$ cat src/rtl/page_xlate_cache.sv
module page_xlate_cache #(
  parameter int VA_W  = 14,
  parameter int PA_W  = 12,
  parameter int OFF_W = 6,
  parameter int SET_W = 2,
  parameter int WAY_W = 2,
  parameter int PID_W = 4
) (
  input  logic                clk,
  input  logic                rst_n,
  input  logic                tag_mode,
  input  logic                lk_valid,
  input  logic [VA_W-1:0]     lk_va,
  output logic                lk_hit,
  output logic                lk_miss,
  output logic [PA_W-1:0]     lk_pa,
  input  logic                fill_valid,
  input  logic [VA_W-OFF_W-1:0] fill_vpn,
  input  logic [PA_W-OFF_W-1:0] fill_ppn,
  input  logic                ctx_wr,
  input  logic [PID_W-1:0]    ctx_pid,
  input  logic                ctx_inv
);
  localparam int VPN_W = VA_W - OFF_W;
  localparam int PPN_W = PA_W - OFF_W;
  localparam int TAG_W = VPN_W - SET_W;
  localparam int SETS  = 1 << SET_W;
  localparam int WAYS  = 1 << WAY_W;
  localparam int IDX_W = SET_W + WAY_W;
  localparam int N     = SETS * WAYS;

  logic [N-1:0]                vld;
  logic [N-1:0][TAG_W-1:0]     tag_q;
  logic [N-1:0][PPN_W-1:0]     ppn_q;
  logic [N-1:0][PID_W-1:0]     pid_q;
  logic [SETS-1:0][WAY_W-1:0]  rr_q;
  logic [PID_W-1:0]            cur_pid;

  logic [N-1:0] match, own;

  wire [VPN_W-1:0] lk_vpn = lk_va[VA_W-1:OFF_W];
  wire [SET_W-1:0] lk_set = lk_vpn[SET_W-1:0];
  wire [TAG_W-1:0] lk_tag = lk_vpn[VPN_W-1:SET_W];

  for (genvar e = 0; e < N; e++) begin : g_ent
    assign match[e] = vld[e] && (tag_q[e] == lk_tag) && (!tag_mode || pid_q[e] == cur_pid);
    assign own[e]   = vld[e] && (pid_q[e] == cur_pid);
  end

  logic             any_hit;
  logic [PPN_W-1:0] hit_ppn;
  always_comb begin
    any_hit = 1'b0;
    hit_ppn = '0;
    for (int w = WAYS - 1; w >= 0; w--) begin
      if (match[{lk_set, WAY_W'(w)}]) begin
        any_hit = 1'b1;
        hit_ppn = ppn_q[{lk_set, WAY_W'(w)}];
      end
    end
  end

  assign lk_hit  = lk_valid && any_hit;
  assign lk_miss = lk_valid && !any_hit;
  assign lk_pa   = lk_hit ? {hit_ppn, lk_va[OFF_W-1:0]} : '0;

  wire [SET_W-1:0] f_set = fill_vpn[SET_W-1:0];
  wire [TAG_W-1:0] f_tag = fill_vpn[VPN_W-1:SET_W];
  logic             has_free;
  logic [WAY_W-1:0] free_way;
  always_comb begin
    has_free = 1'b0;
    free_way = '0;
    for (int w = WAYS - 1; w >= 0; w--) begin
      if (!vld[{f_set, WAY_W'(w)}]) begin
        has_free = 1'b1;
        free_way = WAY_W'(w);
      end
    end
  end

  wire [WAY_W-1:0] f_way  = has_free ? free_way : rr_q[f_set];
  wire [IDX_W-1:0] f_idx  = {f_set, f_way};
  wire             f_take = fill_valid && !ctx_wr;
  wire [N-1:0]     kill   = tag_mode ? (ctx_inv ? own : '0) : '1;

  always_ff @(posedge clk) begin
    if (!rst_n) begin
      vld     <= '0;
      rr_q    <= '0;
      cur_pid <= '0;
    end else if (ctx_wr) begin
      vld     <= vld & ~kill;
      cur_pid <= ctx_pid;
    end else if (fill_valid) begin
      vld[f_idx] <= 1'b1;
      if (!has_free) rr_q[f_set] <= rr_q[f_set] + WAY_W'(1);
    end
  end

  always_ff @(posedge clk) begin
    if (f_take) begin
      tag_q[f_idx] <= f_tag;
      ppn_q[f_idx] <= fill_ppn;
      pid_q[f_idx] <= cur_pid;
    end
  end

  a_r3_one_outcome: assert property (@(posedge clk) disable iff (!rst_n)
    lk_valid |-> (lk_hit != lk_miss));

  a_r4_fill_lands: assert property (@(posedge clk) disable iff (!rst_n)
    (fill_valid && !ctx_wr) |=> (vld[$past(f_idx)] && tag_q[$past(f_idx)] == $past(f_tag)));

  a_r7_flush_all: assert property (@(posedge clk) disable iff (!rst_n)
    (ctx_wr && !tag_mode) |=> (vld == '0));

  a_r9_outgoing_gone: assert property (@(posedge clk) disable iff (!rst_n)
    (ctx_wr && tag_mode && ctx_inv && ctx_pid == cur_pid) |=> (own == '0));

  a_r10_no_grow: assert property (@(posedge clk) disable iff (!rst_n)
    ctx_wr |=> ($countones(vld) <= $past($countones(vld))));
endmodule

$ cat config.mk
export PLATFORM = sky130hd
export DESIGN_NAME = page_xlate_cache
export DESIGN_NICKNAME = d
export VERILOG_FILES = /design/src/rtl/page_xlate_cache.sv
export SDC_FILE = /design/constraint.sdc
export NUM_CORES = 1
export LEC_CHECK = 0
export ABC_AREA = 1
export BUFFER_PORTS_ARGS = -buffer_cell sky130_fd_sc_hd__clkbuf_2
export CAP_MARGIN = 20
export CORE_UTILIZATION = 35
export DETAILED_ROUTE_END_ITERATION = 10
export PLACE_DENSITY = 0.47
export REMOVE_ABC_BUFFERS = 1
export SYNTH_ARGS = -nofsm -noshare
export SYNTH_HDL_FRONTEND = slang
export SYNTH_SLANG_ARGS = --single-unit
$ cat constraint.sdc
create_clock -name clk -period 2.4 [get_ports clk]
set_input_delay 0.12 -clock clk [delete_from_list [all_inputs] [get_ports clk]]
set_output_delay 0.12 -clock clk [all_outputs]
set_load 0.005 [all_outputs]
==> results.md, run 1 <==
* Seq/Total Area, Yosys at 62.2%
* Cell count of the worst reg-to-reg path at 10
* Commonest non-fill, non-tap cell in the layout: nand2_1
* P&R area growth vs syn at 22.3%
* Fmax at 396 MHz
* IO Port Bufs at 52
* Row count at 70
* Initial Util at 35.9%
* Via Count at 9558
* CTS Sinks at 284
* CTS buffer count at 34
* RSZ-0062 raised after global routing: yes
* Vias in the first global route at 9119
* P per Cell Area at 690 nW/um^2
* Pin count of the biggest net entering global routing at 49
* EDFF count, synth at 256
* Worst clock skew at 14.6 ps
* Slew headroom at 61.7%
* DR pass1 iterations at 5
* Placer Congestion at 0.840
* Max Slew Vio Count at 0
* Clk network pwr share at 43.1%
* First-pass GRT wire length at 56500 um
* Required time of the critical path at 2280 ps
* Synth top area cells: edfxtp_1 58%, nand2_1 14%, nor2_1 4.4%
* Chip Width at 197 um
* Initial antenna violation count at 0
* Fin. Hold Viols at 0
* Finished Core Util at 43.9%
* Hold Crit Depth at 1
* Final ANT Viol Nets at 0
* Nets at 1561
* Worst setup margin at -123 ps
* Worst slew pin tran at 574 ps
* GRT Total Usage at 19.7%
* DP HPWL at 24400 um
* Area of the die at 38700 sq um
* Max VDD drop at 0.348 mV
* Final WL at 37600 um
* Flop pwr share at 48.7%
* Max-cap violations at 0
* Synth async-reset ratio at 0%
* Int Pwr at 8.55 mW
* Worst setup EP type: output pin
* Setup CP Type: flip-flop to output pin
* Cell accounting for the most synthesized area: edfxtp_1
* ANT cells at 0
* Netlist cell types at 35
* Detailed-route wire length per cell at 18.3 um
* CTS Buffer Depth at 3
* Seq cells post-synth at 284
* CTS root buf: clkbuf_16
* M1 GR Usage at 27.1%
* Top FF cell, synth: edfxtp_1
* Met2 Usage GRT at 33.1%
* Switching part of the total at 23.5%
* Hold WC Path Type: primary input to flip-flop
* H-tree lvl count at 2
* Min Tclk post-route at 2520 ps
* Top Usage Layer GRT: met2
* Die span in y at 197 um
* Worst-Skew Late Latency at 520 ps
* Most used cells in the layout excluding fill and tap cells: 451 x nand2_1, 256 x edfxtp_1, 146 x inv_1
* Core area at 37000 sq um
* Comb power frac at 8.1%
* Non-Filler Instances at 2051
* Critical Path AT at 2400 ps
* IO Pins at 53
* Share of cells above drive strength 1 at 18.8%
* CP Launch Type: flip-flop
* Leak pwr at 6.77 nW
* Mean Syn Cell Area at 9.46 sq um
* Synth Cell Area at 13300 sq um
* Worst-path clk slew at 60 ps
* Vias per cell at 4.66
* Crit path max fanout at 8
* Final setup viols at 13
* Syn Inst Count at 1401
* DRC at 0
* Drt initial violations at 726
* Sw Pwr at 2.63 mW
* Grt ovf at 0
* Total placed cells including tap cells at 1968
* Setup TNS at -1400 ps
* Worst R2R Setup Slack at 200 ps
* Share of Yosys cell area claimed by the top area cell type at 58.0%
* Routing usage on met3 at 2.33%
* Yosys warnings at 0
* Failing checks: negative setup slack
* Final period util at 105%
* Min Hold Slack at 28.1 ps
* CTS tree: built
* Status: finished, violations left
==> timing repair <==
item	CTS	global route
endpoints found under the setup margin	14	14
pin swaps	12	24
hold buffers	7	0
cloned	4	2
endpoints found under the hold margin	12	0
resized for setup	42	59
buffers inserted	7	2
==> cells by family after synthesis <==
group | after synthesis | share of synthesized area [%]
AND/OR/NAND/NOR | 721 | 22.1
flip-flops | 284 | 62.2
buffers and inverters | 220 | 7.10
AO/OA/AOI/OAI | 133 | 5.78
XOR/XNOR | 43 | 2.84
==> power groups by stage <==
stage                     sequential [mW]  clock, mW  combinational (mW)
after floorplan                      5.57          0               0.377
after global placement               5.55          0               0.804
after detailed placement             5.55          0               0.807
after CTS                            5.45       4.93               0.886
after global routing                 5.45       5.13                1.01
final                                5.45       4.83               0.912
==> state kept, by name (all words and copies together) (netlist names) <==
register  count
ppn_q        96
tag_q        96
pid_q        64
vld          16
rr_q          8
cur_pid       4
==> synthesized netlist by cell type, types with 16 or more instances <==
cell type / instances
nand2_1: 477
edfxtp_1: 256
nor2_1: 154
inv_1: 151
a21oi_1: 51
o21ai_0: 48
nand3_1: 45
dfxtp_1: 28
xor2_1: 27
buf_2: 18
inv_2: 16
xnor2_1: 16
==> through the flow <==
step,total power [mW],worst slack (ps),instance area [sq um]
after floorplan,5.95,77.2,12900
after global placement,6.35,136,14600
after detailed placement,6.36,122,14600
after CTS,11.3,-174,16000
after global routing,11.6,-261,16200
final,11.2,-123,16200
==> routing by layer <==
layer  up-vias  share of wire, %
met5         -                 0
met4         0               2.1
met3        53               3.6
met2       205                48
met1      4519                47
li1       4781                 -
==> layout make-up <==
cell class,instances,area (sq um)
fillers,3606,20700
flip-flops and latches,284,8270
multi-input cells,897,4290
repair buffers,137,1340
clock buffers,43,905
inverters,168,648
well taps,504,631
clock inverters,18,131
==> critical path, cell delays in order (launching register included) <==
cell and delay (ps):
dfxtp_4 390, buf_12 150, xor2_1 150, nor2_1 170, nand2_1 110, nand2_2 90, nand2_2 60, nand3_2 80
nand2_4 100, buf_4 160, o21ai_1 110, inv_1 60, a21oi_2 130, clkbuf_2 120
==> path summary, 6_finish.rpt <==
check	to	start
hold reg to reg	vld[4]$_SDFFE_PN0P_	vld[4]$_SDFFE_PN0P_
setup / recovery	lk_pa[10]	cur_pid[1]$_SDFFE_PN0P_
setup reg to reg	ppn_q[15]$_DFFE_PP_	vld[10]$_SDFFE_PN0P_
hold / removal	ppn_q[1]$_DFFE_PP_	fill_ppn[1]
(Power assumes the default switching activity.)
==> run 2: changes to the inputs <==
--- a/config.mk
+++ b/config.mk
@@ -6,11 +6,12 @@
 export NUM_CORES = 1
 export LEC_CHECK = 0
 export ABC_AREA = 1
-export BUFFER_PORTS_ARGS = -buffer_cell sky130_fd_sc_hd__clkbuf_2
+export ABC_CLOCK_PERIOD_IN_PS = 2400
 export CAP_MARGIN = 20
 export CORE_UTILIZATION = 35
 export DETAILED_ROUTE_END_ITERATION = 10
-export PLACE_DENSITY = 0.47
+export DONT_BUFFER_PORTS = 1
+export PLACE_DENSITY = 0.46
 export REMOVE_ABC_BUFFERS = 1
 export SYNTH_ARGS = -nofsm -noshare
 export SYNTH_HDL_FRONTEND = slang
==> results.md, run 2 (synthesis results as in run 1) <==
* Status: finished, violations left
* Failing checks: negative setup slack
* Commonest non-fill, non-tap cell in the layout: nand2_1
* Slew headroom at 41.0% (-21 points)
* CP cell instances: nand2_1 -> a21oi_1 -> nand2_1 -> nor2_1 -> nand2_2 -> nand3_2 -> nand2_2 -> nand2_4 -> nor2_4 -> nor2_8 -> inv_8 -> nor2_4
* Die span in y at 197 um (unchanged)
* Grt ovf at 0 (unchanged)
* Max Slew Vio Count at 0 (unchanged)
* Chip Width at 197 um (unchanged)
* IO Pins at 53 (unchanged)
* Vias in the first global route at 9219 (+1.1%)
* Worst slew pin tran at 882 ps (+308 ps)
* Final period util at 106% (+0.72 points)
* Share of cells above drive strength 1 at 14.8% (-4.0 points)
* Worst-Skew Late Latency at 580 ps (+60 ps)
* Fin. Hold Viols at 0 (unchanged)
* Top Registers: ppn_q x96, tag_q x96, pid_q x64
* Worst-path clk slew at 70 ps (about the same)
* Non-Filler Instances at 2023 (-1.4%)
* Fmax at 394 MHz (-0.68%)
* CTS Buffer Depth at 3 (unchanged)
* CTS root buf: clkbuf_16
* Setup TNS at -1630 ps (-230 ps)
* Int Pwr at 8.76 mW (+2.4%)
* Max VDD drop at 0.532 mV (+53%)
* Worst setup margin at -140 ps (-17.3 ps)
* Row count at 70 (unchanged)
* P per Cell Area at 700 nW/um^2 (+1.4%)
* RSZ-0062 raised after global routing: yes
* H-tree lvl count at 1 (-1)
* P&R area growth vs syn at 21.8%
* Most used cells in the layout excluding fill and tap cells: 451 x nand2_1, 256 x edfxtp_1, 145 x inv_1
* Overall Power at 11.3 mW (+0.94%)
* CP peak stage delay at 450 ps (+60 ps)
* Min Tclk post-route at 2540 ps (+17.3 ps)
* Initial Util at 35.9% (unchanged)
* Clk network pwr share at 44.5% (+1.4 points)
* Vias per cell at 4.70 (+0.76%)
* Crit path max fanout at 6 (-2)
* Total placed cells including tap cells at 1900 (-3.5%)
* First-pass GRT wire length at 57100 um (+1.2%)
* Setup CP Type: flip-flop to output pin
* Hold WC Path Type: primary input to flip-flop
* Comb power frac at 7.3% (-0.8 points)
* Pre-CTS WS at 239 ps (+117 ps)
* DRC at 0 (unchanged)
* DP HPWL at 23800 um (-2.3%)
* Min Hold Slack at 69.1 ps (+41.0 ps)
* CP Launch Type: flip-flop
* Final ANT Viol Nets at 0 (unchanged)
* Final WL at 37600 um (+0.12%)
* Worst setup EP type: output pin
* Max-cap violations at 0 (unchanged)
* Placer Congestion at 0.823 (-2.1%)
* Nets at 1531 (-1.9%)
* Via Count at 9499 (-0.62%)
* Flop pwr share at 48.2% (-0.5 points)
* Required time of the critical path at 2280 ps (about the same)
* Sw Pwr at 2.53 mW (-3.9%)
* DR pass1 iterations at 5 (unchanged)
* Final setup viols at 13 (unchanged)
* IO Port Bufs at 0 (-100%)
* Finished Core Util at 43.7% (-0.20 points)
* Post-Layout Inst Area at 16100 sq um (-0.46%)
* CTS Sinks at 284 (unchanged)
* GRT Total Usage at 19.9% (+0.13 points)
* CTS tree: built
* Area of the die at 38700 sq um (unchanged)
* Detailed-route wire length per cell at 18.6 um (+1.5%)
* Leak pwr at 6.62 nW (-2.2%)
* Pin count of the biggest net entering global routing at 57 (+16%)
* Initial antenna violation count at 2 (+2)
* Core area at 37000 sq um (unchanged)
* Critical Path AT at 2420 ps (+20 ps)
* CTS buffer count at 31 (-8.8%)
* Worst clock skew at 15.2 ps (+0.588 ps)
* Placed instance area at 14100 sq um (-3.1%)
* Drt initial violations at 779 (+7.3%)
* Worst R2R Setup Slack at 290 ps (+90 ps)
* Switching part of the total at 22.4% (-1.1 points)
* Slowest cell on crit path: dfxtp_1
-- run 2: cell count changes in the layout (fill, tap and decap cells not counted), moves of 5 or more --
cell           before  now
buf_12             22   16
buf_2               8    0
clkbuf_16          36   31
clkbuf_2           44    0
dlygate4sd3_1       7   41
nor2_2             19   12
-- run 2: power groups by stage --
stage / clock [mW] / sequential [mW] / combinational, mW
2_1_floorplan: 0 / 5.57 / 0.377
3_3_place_gp: 0 / 5.55 / 0.610
3_5_place_dp: 0 / 5.55 / 0.612
4_1_cts: 5.14 / 5.44 / 0.810
5_1_grt: 5.32 / 5.44 / 0.921
6_report: 5.02 / 5.44 / 0.827
-- run 2: final cells by class --
cell class / count / area [sq um]
clock buffers: 38 / 842
inverters: 168 / 652
well taps: 504 / 631
flip-flops and latches: 284 / 8260
diodes: 2 / 5.00
fillers: 3627 / 20800
clock inverters: 20 / 234
multi-input cells: 897 / 4290
repair buffers: 110 / 1230
-- run 2: final timing paths --
check                      startpoint                   end  cells past startpoint
setup / recovery  vld[3]$_SDFFE_PN0P_              lk_pa[4]                     12
hold / removal               tag_mode  vld[13]$_SDFFE_PN0P_                      5
hold reg to reg   vld[4]$_SDFFE_PN0P_   vld[4]$_SDFFE_PN0P_                      2
setup reg to reg  vld[4]$_SDFFE_PN0P_  rr_q[7]$_SDFFE_PN0P_                      7
-- run 2: worst max-delay path: cells and delay by family, from the launching register on --
kind                   cells  cell delay [ps]
AO/OA/AOI/OAI              1              120
buffers and inverters      1               80
flip-flops                 1              450
AND/OR/NAND/NOR           10             1160
-- run 2: what timing repair did --
item	in CTS	in global routing
setup endpoints to repair	14	14
pin swaps	20	18
resized for setup	49	39
hold buffers	41	0
endpoints found under the hold margin	220	0
cloned	3	0
setup buffers	14	5
-- run 2: layer usage --
layer	global-route usage [%]	wire length [um]	up-vias
li1	-	-	4729
met1	27.3	17300	4539
met2	32.7	17600	179
met3	2.70	1690	52
met4	5.91	1020	0
met5	0	0	-
